$ cat src/rtl/ilk_pkg.sv
package ilk_pkg;

    typedef enum logic [1:0] {
        CLS_INT  = 2'd0,
        CLS_FADD = 2'd1,
        CLS_FMAC = 2'd2,
        CLS_RSVD = 2'd3
    } ilk_class_e;

    typedef enum logic [1:0] {
        BYP_RF = 2'd0,
        BYP_E2 = 2'd1,
        BYP_WB = 2'd2
    } ilk_byp_e;

    // base decode wait per class, before any dependency penalty
    localparam int FADD_WAIT = 1;
    localparam int FMAC_WAIT = 2;
    localparam int DEP_WAIT  = 1;

endpackage

$ cat src/rtl/ilk_hazard.sv
module ilk_hazard
    import ilk_pkg::*;
#(
    parameter int REG_W = 4,
    parameter int NSRC  = 2,
    parameter int NPROD = 5,
    parameter int CNT_W = 2
) (
    input  ilk_class_e                     cls,
    input  logic [NSRC-1:0][REG_W-1:0]     src,
    input  logic [NPROD-1:0]               prod_v,
    input  logic [NPROD-1:0][REG_W-1:0]    prod_dst,
    input  logic                           e1_busy,
    input  logic                           em_busy,
    input  logic                           ea_busy,
    output logic [CNT_W-1:0]               need,
    output logic                           struct_hz
);
    localparam int NHIT = NSRC * NPROD;

    logic [NHIT-1:0] hit;
    logic            dep;

    for (genvar s = 0; s < NSRC; s++) begin : g_src
        for (genvar p = 0; p < NPROD; p++) begin : g_prod
            assign hit[s*NPROD + p] = prod_v[p] && (prod_dst[p] == src[s]);
        end
    end

    assign dep = |hit;

    always_comb begin
        unique case (cls)
            CLS_FADD: need = CNT_W'(FADD_WAIT);
            CLS_FMAC: need = CNT_W'(FMAC_WAIT);
            default:  need = '0;
        endcase
        if (dep) need = need + CNT_W'(DEP_WAIT);
    end

    // path collisions in E2 and WB
    always_comb begin
        unique case (cls)
            CLS_FADD: struct_hz = em_busy;
            CLS_FMAC: struct_hz = 1'b0;
            default:  struct_hz = e1_busy || ea_busy;
        endcase
    end

endmodule

$ cat src/rtl/ilk_bypass.sv
module ilk_bypass
    import ilk_pkg::*;
#(
    parameter int REG_W = 4,
    parameter int NSRC  = 2
) (
    input  logic                       issue,
    input  logic [NSRC-1:0][REG_W-1:0] src,
    input  logic                       e2_v,
    input  logic [REG_W-1:0]           e2_dst,
    input  logic                       wb_v,
    input  logic [REG_W-1:0]           wb_dst,
    output logic [NSRC-1:0][1:0]       sel
);
    for (genvar s = 0; s < NSRC; s++) begin : g_sel
        always_comb begin
            if (!issue)
                sel[s] = BYP_RF;
            else if (e2_v && e2_dst == src[s])
                sel[s] = BYP_E2;
            else if (wb_v && wb_dst == src[s])
                sel[s] = BYP_WB;
            else
                sel[s] = BYP_RF;
        end
    end

endmodule

$ cat src/rtl/ilk_ctrl.sv
module ilk_ctrl
    import ilk_pkg::*;
#(
    parameter int REG_W = 4
) (
    input  logic             clk,
    input  logic             rst,
    input  logic             in_valid,
    input  logic [1:0]       in_class,
    input  logic [REG_W-1:0] in_src0,
    input  logic [REG_W-1:0] in_src1,
    input  logic [REG_W-1:0] in_dst,
    output logic             stall,
    output logic             d_valid,
    output logic             ex_valid,
    output logic             e1_valid,
    output logic             em_valid,
    output logic             ea_valid,
    output logic             e2_valid,
    output logic             wb_valid,
    output logic [1:0]       byp_sel0,
    output logic [1:0]       byp_sel1
);
    localparam int NSRC     = 2;
    localparam int NPROD    = 5;
    localparam int MAX_WAIT = FMAC_WAIT + DEP_WAIT;
    localparam int CNT_W    = $clog2(MAX_WAIT + 1);

    typedef struct packed {
        logic             v;
        logic [REG_W-1:0] dst;
    } stage_t;

    typedef struct packed {
        stage_t                     d;
        ilk_class_e                 d_cls;
        logic [NSRC-1:0][REG_W-1:0] d_src;
        logic                       d_new;
        logic [CNT_W-1:0]           cnt;
        stage_t                     ex;
        stage_t                     e1;
        stage_t                     em;
        stage_t                     ea;
        stage_t                     e2;
        stage_t                     wb;
    } state_t;

    state_t s_d, s_q;

    logic [CNT_W-1:0]            need;
    logic                        struct_hz;
    logic [CNT_W-1:0]            wait_now;
    logic                        stall_w;
    logic                        issue;
    logic [NPROD-1:0]            prod_v;
    logic [NPROD-1:0][REG_W-1:0] prod_dst;
    logic [NSRC-1:0][1:0]        sel;

    assign prod_v   = {s_q.e2.v,   s_q.ea.v,   s_q.em.v,   s_q.e1.v,   s_q.ex.v};
    assign prod_dst = {s_q.e2.dst, s_q.ea.dst, s_q.em.dst, s_q.e1.dst, s_q.ex.dst};

    ilk_hazard #(
        .REG_W (REG_W),
        .NSRC  (NSRC),
        .NPROD (NPROD),
        .CNT_W (CNT_W)
    ) u_hazard (
        .cls       (s_q.d_cls),
        .src       (s_q.d_src),
        .prod_v    (prod_v),
        .prod_dst  (prod_dst),
        .e1_busy   (s_q.e1.v),
        .em_busy   (s_q.em.v),
        .ea_busy   (s_q.ea.v),
        .need      (need),
        .struct_hz (struct_hz)
    );

    // wait is taken from the hazard check once, on the first decode cycle
    assign wait_now = s_q.d_new ? need : s_q.cnt;
    assign stall_w  = s_q.d.v && ((wait_now != '0) || struct_hz);
    assign issue    = s_q.d.v && !stall_w;

    ilk_bypass #(
        .REG_W (REG_W),
        .NSRC  (NSRC)
    ) u_bypass (
        .issue  (issue),
        .src    (s_q.d_src),
        .e2_v   (s_q.e2.v),
        .e2_dst (s_q.e2.dst),
        .wb_v   (s_q.wb.v),
        .wb_dst (s_q.wb.dst),
        .sel    (sel)
    );

    always_comb begin
        s_d = s_q;

        if (stall_w) begin
            s_d.d_new = 1'b0;
            s_d.cnt   = (wait_now != '0) ? wait_now - CNT_W'(1) : '0;
        end else begin
            s_d.d.v   = in_valid;
            s_d.d.dst = in_dst;
            s_d.d_cls = ilk_class_e'(in_class);
            s_d.d_src = {in_src1, in_src0};
            s_d.d_new = in_valid;
            s_d.cnt   = '0;
        end

        s_d.ex.v   = issue && (s_q.d_cls != CLS_FADD) && (s_q.d_cls != CLS_FMAC);
        s_d.ex.dst = s_q.d.dst;
        s_d.e1.v   = issue && (s_q.d_cls == CLS_FADD);
        s_d.e1.dst = s_q.d.dst;
        s_d.em.v   = issue && (s_q.d_cls == CLS_FMAC);
        s_d.em.dst = s_q.d.dst;
        s_d.ea     = s_q.em;
        s_d.e2     = s_q.e1.v ? s_q.e1 : s_q.ea;
        s_d.wb     = s_q.ex.v ? s_q.ex : s_q.e2;

        if (rst) s_d = '0;
    end

    always_ff @(posedge clk) begin
        s_q <= s_d;
    end

    assign stall    = stall_w;
    assign d_valid  = s_q.d.v;
    assign ex_valid = s_q.ex.v;
    assign e1_valid = s_q.e1.v;
    assign em_valid = s_q.em.v;
    assign ea_valid = s_q.ea.v;
    assign e2_valid = s_q.e2.v;
    assign wb_valid = s_q.wb.v;
    assign byp_sel0 = sel[0];
    assign byp_sel1 = sel[1];

endmodule

$ cat config.mk
export PLATFORM = sky130hd
export DESIGN_NAME = ilk_ctrl
export DESIGN_NICKNAME = d
export VERILOG_FILES = /design/src/rtl/ilk_pkg.sv /design/src/rtl/ilk_hazard.sv /design/src/rtl/ilk_bypass.sv /design/src/rtl/ilk_ctrl.sv
export SDC_FILE = /design/constraint.sdc
export NUM_CORES = 1
export LEC_CHECK = 0
export BUFFER_PORTS_ARGS = -buffer_cell sky130_fd_sc_hd__buf_2
export CORE_MARGIN = 1
export CORE_UTILIZATION = 45
export DETAILED_ROUTE_END_ITERATION = 8
export GPL_ROUTABILITY_DRIVEN = 0
export PLACE_DENSITY_LB_ADDON = 0.25
export RECOVER_POWER = 25
export SYNTH_ARGS = -nofsm -noshare
export SYNTH_HDL_FRONTEND = slang
export SYNTH_SLANG_ARGS = --single-unit
$ cat constraint.sdc
create_clock -name clk -period 5 [get_ports clk]
set_input_delay 0.5 -clock clk [delete_from_list [all_inputs] [get_ports clk]]
set_output_delay 0.5 -clock clk [all_outputs]
set_load 0.005 [all_outputs]
After elaboration in Yosys (flattened, before gate mapping):

Index checks and enable logic that the tools add are counted.

* add/subtract/negate cells: 2
* multiply operators: 0
* divide/modulo/power cells: 0
* $lt $le $gt $ge: 0
* eq/ne operators: 12
* shift operators: 0
* muxes and demuxes: 12
* bitwise logic cells: 2
* reduce and logical (&&, ||, !) cells: 25

Operators by type and width (number)
* $eq 4x4->1: 8
* $logic_and 1x1->1: 18
* $mux 2: 8
* $mux 5: 2
* $reduce_or 10->1: 1
* $pmux 2 s2: 1
* $reduce_or 3->1: 1
* $add 2x1->2 const B: 1
* $eq 2x1->1 const B: 1
* $eq 2x2->1 const B: 1
* $logic_or 1x1->1: 2
* $ne 2x1->1 const B: 1
* $ne 2x2->1 const B: 1
* $not 1->1: 2
* $pmux 1 s2: 1
* $reduce_bool 2->1: 1
* $reduce_or 2->1: 1
* $sub 2x1->2 const B: 1
* $logic_not 1->1: 1

* flip-flop bits (word level): 40
* bits in latches: 0
* memory bits (writable): 0
* ROM bits: 0
* input bits: 17
* word-level logic and storage cells: 70
* memories: 0

Depth between registers and ports, before layout:

Gate-level depths: netlist of the first run.

* depth in word-level cells: 12
* gate-level depth with buffers: 14

Modules after synthesis:

From an unflattened synthesis of the first run, not the netlist that was laid out.

* cells, all modules: 250
* area, all modules: 2326.0 um2

By module, submodules not included
* ilk_ctrl: instances 1, cells an instance 141, area an instance 1466.4 um2
* ilk_hazard: instances 1, cells an instance 80, area an instance 640.6 um2
* ilk_bypass: instances 1, cells an instance 29, area an instance 219.0 um2

Worst setup path after synthesis of the first run:

OpenSTA, ideal clock, no wires.

* path kind: flip-flop to output port
* start point: register s_q[35] in the netlist's numbering
* end point: output stall
* arrival time: 2.289 ns
* data required time: 4.500 ns
* path slack: 2.211 ns
* cell stages (with the launch flop): 13
* path buffers: 2
* cells stage by stage: dfxtp_1 buf_4 xnor2_2 nand3_1 o221a_1 o311ai_4 xor2_1 mux2i_1 ha_1 o211ai_1 nand2_1 inv_2 buf_2

* cells in the longest elaborated chain, start to end: 8
* elaborated cells on any way between the ends: 14
* those cells by class: 3 x eq/ne; 2 x mux; 9 x reduce/logical

Ends and longest elaborated chain
* start: declaration: RTL line ilk_ctrl.sv:48 `state_t s_d, s_q;`
* start signal: assignment: RTL line ilk_ctrl.sv:126 `s_q <= s_d;`
* $eq 4x4->1: RTL line ilk_hazard.sv:26 `assign hit[s*NPROD + p] = prod_v[p] && (prod_dst[p] == src[s]);`
* $logic_and 1x1->1: RTL line ilk_hazard.sv:26
* $reduce_or 10->1 *: RTL line ilk_hazard.sv:30 `assign dep = |hit;`
* $mux 2 *: RTL line ilk_hazard.sv:38 `if (dep) need = need + CNT_W'(DEP_WAIT);`
* $mux 2 *: RTL line ilk_ctrl.sv:80 `assign wait_now = s_q.d_new ? need : s_q.cnt;`
* $reduce_bool 2->1 *: RTL line ilk_ctrl.sv:81 `assign stall_w = s_q.d.v && ((wait_now != '0) || struct_hz);`
* $logic_or 1x1->1 *: RTL line ilk_ctrl.sv:81
* $logic_and 1x1->1 *: RTL line ilk_ctrl.sv:81
* end: declaration: RTL line ilk_ctrl.sv:13 `output logic stall,`

Mark *: on every way between the ends. The rest lies on a longest branch, timed or not.

Worst setup path in the final report of the first run:

* start point: register s_q[37] in the netlist's numbering
* end point: output stall

Same word-level chain as after synthesis.

==> flow_metrics.tcl, run 1 <==
set metrics [dict create \
    synth.top_cell.area_share_pct 42.36 \
    drtIter0Drc 78 \
    cts_buffers 5 \
    ys_warn_count 0 \
    peakVddDrop_mv 0.1857 \
    leakage_nw 0.9674 \
    routed_via_density 4.961 \
    dp_hpwl_mm 2.694 \
    power_mw 0.6987 \
    rows 23 \
    status "finished with violations" \
    endpoint "stall" \
    clk_latency_ps 290 \
    grt_max_degree 39 \
    fmax_mhz 271.8 \
    synth_top_area_cell "dfxtp_1" \
    cts_setup_buffers 0 \
    postPlaceCellArea_mm2 0.001987 \
    fin_crit_sh_pct 73.59 \
    rr_worst_depth 12 \
    diodes 0 \
    wl_per_cell_um 13.02 \
    cts-root-buf "clkbuf_8" \
    portBuffers 28 \
    fin_crit_ps 3679 \
    drc_errors 0 \
    grt-ovfl-total 0 \
    clock_sinks 40 \
    synth-edff-count 0 \
    final_cell_mix "40 x dfxtp_1, 33 x nand2_1, 27 x buf_2" \
    finalSetupViolCount 0 \
    routed_wirelength_mm 3.673 \
    critPathMaxFanout 17 \
    fin_nets 252 \
    syn_nets 233 \
    startpoint_type "register" \
    synthArstFlopShare_pct 0 \
    tightest_slew_ps 1640 \
    coreArea_mm2 0.004029 \
    postCtsHoldBufs 0 \
    drive_gt1_share_pct 16.81 \
    setup_slack_ps 1321 \
    critPathKind "reg -> out" \
    ys_ff_latch 40 \
    drt.antenna.violating_nets 0 \
    hold_class "in -> reg" \
    antenna_found_initial 0 \
    grt_pass1_wl_mm 6.058 \
    rr_startpoint "s_q[37]" \
    initial_core_util_pct 46.93 \
    synthCells 212 \
    synth_area_per_cell_um2 8.918 \
    htreeDepth 2 \
    gr-usage-all-layers_pct 19.14 \
    rsz0062_at_grt "no" \
    syn-cell-area_mm2 0.001891 \
    maxSlewViolCount 39 \
    crit_path_max_incr_delay_ps 480 \
    skew_ps 6.790 \
    fp.dieH_um 66.82 \
    cts_tree "yes" \
    violations "capacitance limit, slew limit" \
    ys.flop_type "dfxtp_1" \
    maxSlewHeadroom_pct -9.307 \
    path_cells "xnor2_1 -> nand3_1 -> o221a_1 -> o311ai_4 -> xor2_1 -> mux2i_1 -> ha_1 -> o211ai_1 -> nand2_1 -> inv_2 -> buf_2" \
    final_hold_viol_count 0 \
    crit_slowest_cell "dfxtp_1" \
    first_pass_iters 4 \
    r2r_slack_ps 1980 \
    grt_pass1_vias 1305 \
    ios 29 \
    netlist_top_cells_area "dfxtp_1 42%, xor2_1 12%, nand2_1 6.6%, mux2i_1 4.8%, nor2_1 4.2%" \
    cts_resized 0 \
    crit_start "s_q[37]" \
    powerDensity_mw_per_mm2 331.6 \
    clk_pin_slew_ps 80 \
    final_common_cell "dfxtp_1" \
    area_growth_pct 11.45 \
    fin_tns_setup_ps 0 \
    cp.arrival_ps 3180 \
    end_kind "output pin" \
    post-place-ws_ps 1647 \
    ys_seq_area_share_pct 42.36 \
    die_w_um 66.82 \
    maxCapViolCount 1 \
    cts_max_path_buffers 2 \
    die_area_mm2 0.004464 \
    netlist-cell-type-count 32 \
    design_area_mm2 0.002107 \
    vias 1399 \
    rr_endpoint "s_q[35]" \
    cp.required_ps 4500 \
]
## how the worst min path moves through the flow
stage | from | endpoint | slack (ps) | depth (start not counted)
after CTS | in_valid | d_valid | 430 | 3
after global routing | in_src1[2] | s_q[39] | 430 | 3
after floorplan | s_q[43] | s_q[43] | 430 | 2
after global placement | s_q[46] | s_q[46] | 430 | 2
after detailed placement | s_q[45] | s_q[45] | 440 | 2
final | in_dst[3] | s_q[46] | 440 | 3
## cells in the mapped netlist (2+ instances only)
cell      instances
a21oi_1          14
and2_1            2
and4_1            2
buf_2             4
buf_6             5
clkbuf_1          5
dfxtp_1          40
ha_1              4
inv_1             8
mux2i_1           9
nand2_1          33
nand3_1           2
nor2_1           21
nor2b_1           9
nor4_1            7
o21ai_1           2
or3_1             2
xnor2_1           5
xor2_1           25
## where the power goes
group,internal (mW),switching [mW]
combinational,0.0349,0.0373
sequential,0.332,0.0185
clock,0.163,0.113
total,0.530,0.169
## metrics by stage
stage	cells	hold WS (ps)	utilization, %
CTS	282	431.5	52.33
finish	282	442.4	52.30
floorplan	212	427.3	-
detailed placement	274	441.7	49.32
global placement	274	434.1	49.32
global route	282	432.6	52.30
## cell families (layout without fill, tap and decap cells)
kind of cell               Yosys count  in the layout  synth area share (%)
buffers and inverters               25             45                 7.412
and+or+nand+nor                     80             80                 19.52
DFF                                 40             40                 42.36
xor gates and xnor gates            31             31                 14.76
adders and majority gates            4              4                 2.647
muxes                                9              9                 4.765
AOI/OAI and AO/OA                   23             23                 8.538
## final cells by class
class                           instances  area, um2
Fill cell                             410       1922
Multi-Input combinational cell        147      949.7
Sequential cell                        40      800.8
Timing Repair Buffer                   28      138.9
Clock buffer                            6      82.58
Tap cell                               50      62.56
Clock inverter                          2      38.79
Inverter                                9      33.78
## flip-flops by register name, indices dropped and copies added, names as in the netlist
| name | count |
|---|---|
| ex_valid | 1 |
| wb_valid | 1 |
| s_q | 21 |
| d_valid | 1 |
| em_valid | 1 |
| prod_dst | 12 |
| e1_valid | 1 |
| e2_valid | 1 |
| ea_valid | 1 |
## per-layer routing
metal  up-vias  share of wire [%]  GRT usage, %
met2        34                 43         27.90
met3         5                3.9         4.110
met1       639                 51         25.66
li1        721                  -             -
met4         0                1.8         11.17
met5         -                  0             0
## worst max-delay path, delay by kind of cell, from the launching register on
family,cells,cell delay (ps)
flops,1,480
simple gates,2,460
buf+inv,2,530
xor+xnor,2,370
mux,1,100
compound gates,3,710
fa+ha+maj,1,220
No activity file was read; power rests on OpenSTA's default activity.
==> run 2: changes to the inputs <==
==> constraint.sdc (replaced) <==
create_clock -name clk -period 3.8 [get_ports clk]
set_input_delay 0.38 -clock clk [delete_from_list [all_inputs] [get_ports clk]]
set_output_delay 0.38 -clock clk [all_outputs]
set_load 0.005 [all_outputs]
==> flow_metrics.tcl, run 2 (synthesized netlist as in run 1, its figures left out) <==
set metrics [dict create \
    status "finished with violations" \
    violations "capacitance limit, slew limit" \
    cp.arrival_ps 3160 \
    regArea_um2 800.8 \
    drt.antenna.violating_nets 0 \
    fin_crit_sh_pct 93.04 \
    clock_sinks 40 \
    maxSlewHeadroom_pct -7.168 \
    fin_tns_setup_ps 0 \
    finalSetupViolCount 0 \
    peakVddDrop_mv 0.2487 \
    grt_pass1_vias 1315 \
    final_common_cell "dfxtp_1" \
    ios 29 \
    grt_max_degree 39 \
    leakage_nw 0.9700 \
    cp.required_ps 3420 \
    grt_pass1_wl_mm 5.913 \
    powerDensity_mw_per_mm2 439.1 \
    maxCapViolCount 1 \
    cts-root-buf "clkbuf_8" \
    fin_nets 252 \
    cts_setup_buffers 0 \
    final_cell_mix "40 x dfxtp_1, 33 x nand2_1, 27 x buf_2" \
    swShare_pct 23.05 \
    clk_pin_slew_ps 70 \
    routed_wirelength_mm 3.589 \
    maxSlewViolCount 39 \
    dp.cells 274 \
    portBuffers 28 \
    n_fill_cell 404 \
    cts_max_path_buffers 2 \
    multi_input_area_um2 949.7 \
    p_int_mw 0.7144 \
    dp_hpwl_mm 2.697 \
    rows 23 \
    routed_via_density 4.918 \
    largest_reg_flops 21 \
    cts_tree "yes" \
    critPathKind "reg -> out" \
    cts_buffers 5 \
    grt-ovfl-total 0 \
    clk_latency_ps 290 \
    seq_power_share_pct 49.7 \
    wl_per_cell_um 12.73 \
    end_kind "output pin" \
    post-place-ws_ps 495.4 \
    setup_slack_ps 264.4 \
    area_growth_pct 11.85 \
    fp.dieH_um 66.82 \
    drtIter0Drc 74 \
    die_w_um 66.82 \
    drc_errors 0 \
    vias 1387 \
    initial_core_util_pct 46.93 \
    tightest_slew_ps 1608 \
    final_hold_viol_count 0 \
    drive_gt1_share_pct 16.81 \
    pwr-share-clk_pct 40.2 \
    die_area_mm2 0.004464 \
    fmax_mhz 282.8 \
    critPathMaxFanout 17 \
    coreArea_mm2 0.004029 \
    htreeDepth 2 \
    first_pass_iters 4 \
    rsz0062_at_grt "no" \
    holdWs_ps 327.1 \
    startpoint_type "register" \
    hold_class "in -> reg" \
    fin_cells 282 \
    gr-usage-all-layers_pct 17.86 \
    skew_ps 4.498 \
    p_sw_mw 0.2140 \
    fin_crit_ps 3536 \
    top_register "s_q" \
    diodes 0 \
    p_comb_share_pct 10.0 \
    antenna_found_initial 0 \
]
[run 2: cell types whose count changed in the layout (fill, tap and decap cells not counted), sizes merged]
cell    change
clkbuf      +1
clkinv      -1
[run 2: worst paths after layout]
check / start / endpoint / slack, ps / depth (start not counted)
max: s_q[36] / stall / 260 / 11
min: in_dst[2] / s_q[45] / 330 / 3
max reg2reg: s_q[36] / s_q[34] / 790 / 12
min reg2reg: s_q[44] / s_q[44] / 450 / 2
[run 2: per-layer routing]
| layer | routed length [um] | up-vias | GRT usage (%) |
|---|---|---|---|
| met5 | 0 | - | 0 |
| met1 | 1784 | 612 | 23.92 |
| met4 | 78 | 0 | 7.181 |
| met3 | 167 | 10 | 4.623 |
| li1 | - | 722 | - |
| met2 | 1558 | 43 | 27.02 |
[run 2: through the flow]
step	instance area [um2]	power (mW)	utilization, %
6_report	2115	0.9284	52.48
3_3_place_gp	1987	0.5638	49.32
3_5_place_dp	1987	0.5648	49.32
2_1_floorplan	1891	0.5448	-
4_1_cts	2113	0.9365	52.45
5_1_grt	2115	0.9683	52.48
[run 2: worst max-delay path: stages, from the launching register on]
cell and delay (ps):
dfxtp_1 490, xnor2_1 170, nand3_1 120, o221a_1 280, o311ai_4 320, xor2_1 230, mux2i_1 110, ha_1 220
o211ai_1 120, nand2_1 370, inv_4 290, buf_2 150
[run 2: area by class of cell]
cell class / instances / area share, %
clock inverter: 1 / 1.420
timing repair buffer: 28 / 6.568
multi-input combinational: 147 / 44.91
tap: 50 / 2.959
sequential: 40 / 37.87
inverter: 9 / 1.716
clock buffer: 7 / 4.556
[run 2: power groups by stage]
| stage | Combinational (mW) | Clock [mW] | Sequential, mW |
|---|---|---|---|
| floorplan | 0.0883 | 0 | 0.456 |
| global placement | 0.0929 | 0 | 0.471 |
| detailed placement | 0.0932 | 0 | 0.472 |
| CTS | 0.0938 | 0.381 | 0.462 |
| global route | 0.105 | 0.398 | 0.465 |
| finish | 0.0932 | 0.373 | 0.462 |
[run 2: timing repair]
action | 4_1_cts | 5_1_grt
hold buffers | 0 | 0
resized for setup | 0 | 1
setup endpoints to repair | 0 | 1
==> run 3: changes to the inputs <==
--- a/config.mk
+++ b/config.mk
@@ -7,7 +7,8 @@
 export LEC_CHECK = 0
 export BUFFER_PORTS_ARGS = -buffer_cell sky130_fd_sc_hd__buf_2
 export CORE_MARGIN = 1
-export CORE_UTILIZATION = 45
+export CORE_UTILIZATION = 55
+export CTS_BUF_LIST = sky130_fd_sc_hd__clkbuf_16
 export DETAILED_ROUTE_END_ITERATION = 8
 export GPL_ROUTABILITY_DRIVEN = 0
 export PLACE_DENSITY_LB_ADDON = 0.25
==> flow_metrics.tcl, run 3 (synthesized netlist as in run 1, its figures left out) <==
set metrics [dict create \
    status "finished with violations" \
    violations "capacitance limit, slew limit" \
    clk_latency_ps 290 \
    antenna_found_initial 0 \
    largest_reg_flops 21 \
    ios 29 \
    grt_pass1_vias 1285 \
    coreArea_mm2 0.003153 \
    hold_class "in -> reg" \
    fmax_mhz 292.0 \
    final_hold_viol_count 0 \
    first_pass_iters 4 \
    seq_power_share_pct 44.5 \
    htreeDepth 2 \
    initial_core_util_pct 59.96 \
    rows 20 \
    cp.arrival_ps 3040 \
    diodes 0 \
    cts_setup_buffers 0 \
    final_cell_mix "40 x dfxtp_1, 32 x nand2_1, 27 x buf_2" \
    die_area_mm2 0.003676 \
    critPathMaxFanout 17 \
    maxSlewHeadroom_pct -9.147 \
    tightest_slew_ps 1637 \
    path_cells "xnor2_1 -> nand3_1 -> o221a_1 -> o311ai_4 -> xor2_1 -> mux2i_1 -> ha_1 -> o211ai_1 -> nand2_2 -> inv_2 -> buf_2" \
    rr_worst_depth 12 \
    crit_slowest_cell "dfxtp_1" \
    grt_pass1_wl_mm 5.968 \
    drtIter0Drc 67 \
    postCtsHoldBufs 0 \
    met1_usage_pct 31.28 \
    fin_crit_sh_pct 90.13 \
    crit_path_max_incr_delay_ps 470 \
    critPathKind "reg -> out" \
    top_register "s_q" \
    peakVddDrop_mv 0.3303 \
    maxCapViolCount 1 \
    p_comb_share_pct 9.0 \
    end_kind "output pin" \
    area_growth_pct 13.83 \
    drt.antenna.violating_nets 0 \
    fin_crit_ps 3425 \
    grt_max_degree 39 \
    rsz0062_at_grt "no" \
    drc_errors 0 \
    skew_ps 3.632 \
    grt_use_met2_pct 34.22 \
    cts-root-buf "clkbuf_16" \
    pwr-share-clk_pct 46.5 \
    p_sw_mw 0.2451 \
    fin_nets 252 \
    cts_max_path_buffers 2 \
    startpoint_type "register" \
    p_int_mw 0.7950 \
    final_common_cell "dfxtp_1" \
    cp.required_ps 3420 \
    clk_pin_slew_ps 60 \
    dp_hpwl_mm 2.604 \
    critPathBufInv 2 \
    path_delay_family "compound AO/OA/AOI/OAI gates" \
    fp.dieH_um 60.63 \
    routed_wirelength_mm 3.679 \
    gr-usage-all-layers_pct 23.21 \
    path_depth 11 \
    fin_tns_setup_ps 0 \
    holdWs_ps 315.5 \
    hold_depth 3 \
    die_w_um 60.63 \
    leakage_nw 0.9872 \
    drive_gt1_share_pct 17.24 \
    r2r_slack_ps 880 \
    met3_usage_pct 5.757 \
    grt-ovfl-total 0 \
    cts_tree "yes" \
    portBuffers 28 \
    finalSetupViolCount 0 \
    routed_via_density 5.083 \
    maxSlewViolCount 39 \
    vias 1403 \
    cts_buffers 5 \
    wl_per_cell_um 13.33 \
    clock_sinks 40 \
    top_usage_layer "met2" \
    powerDensity_mw_per_mm2 483.3 \
    swShare_pct 23.56 \
]
[run 3: path summary, 6_finish.rpt]
kind                                from      end
worst max-delay path             s_q[37]    stall
worst max register to register   s_q[37]  s_q[37]
worst min-delay path            in_valid  d_valid
worst min register to register   s_q[46]  s_q[46]
[run 3: layout make-up]
class                           count  area, um2
Clock buffer                        5      125.1
Clock inverter                      3      46.29
Fill cell                         273       1001
Inverter                            9      33.78
Multi-Input combinational cell    147      952.2
Sequential cell                    40      800.8
Tap cell                           44      55.05
Timing Repair Buffer               28      138.9
[run 3: power by group through the flow]
| stage | logic, mW | clock network (mW) | registers [mW] |
|---|---|---|---|
| 2_1_floorplan | 0.0883 | 0 | 0.456 |
| 3_3_place_gp | 0.0917 | 0 | 0.470 |
| 6_report | 0.0941 | 0.484 | 0.462 |
| 4_1_cts | 0.0938 | 0.489 | 0.462 |
| 5_1_grt | 0.105 | 0.509 | 0.465 |
| 3_5_place_dp | 0.0926 | 0 | 0.471 |
[run 3: through the flow]
stage,worst slack [ps],cell area (um2),std cells,power (mW),util [%]
final,375.1,2152,276,1.040,68.25
after global routing,157.7,2152,276,1.080,68.25
after CTS,207.9,2151,276,1.045,68.21
after detailed placement,530.3,1979,268,0.5636,62.78
after global placement,599.8,1979,268,0.5621,62.78
after floorplan,1131,1891,212,0.5448,-
[run 3: routing by layer]
metal  wire [um]  vias to the layer above
li1            -                      724
met1        1812                      634
met2        1632                       36
met3         140                        9
met4          93                        0
met5           0                        -
[run 3: worst min-delay path: cells and delay by family]
family,cells,cell delay (ps)
buffers and inverters,1,80
AND/OR/NAND/NOR,2,100
[run 3: what timing repair did]
item                                    CTS  global route
endpoints found under the hold margin     0             0
endpoints found under the setup margin    0             1
resized for setup                         0             1
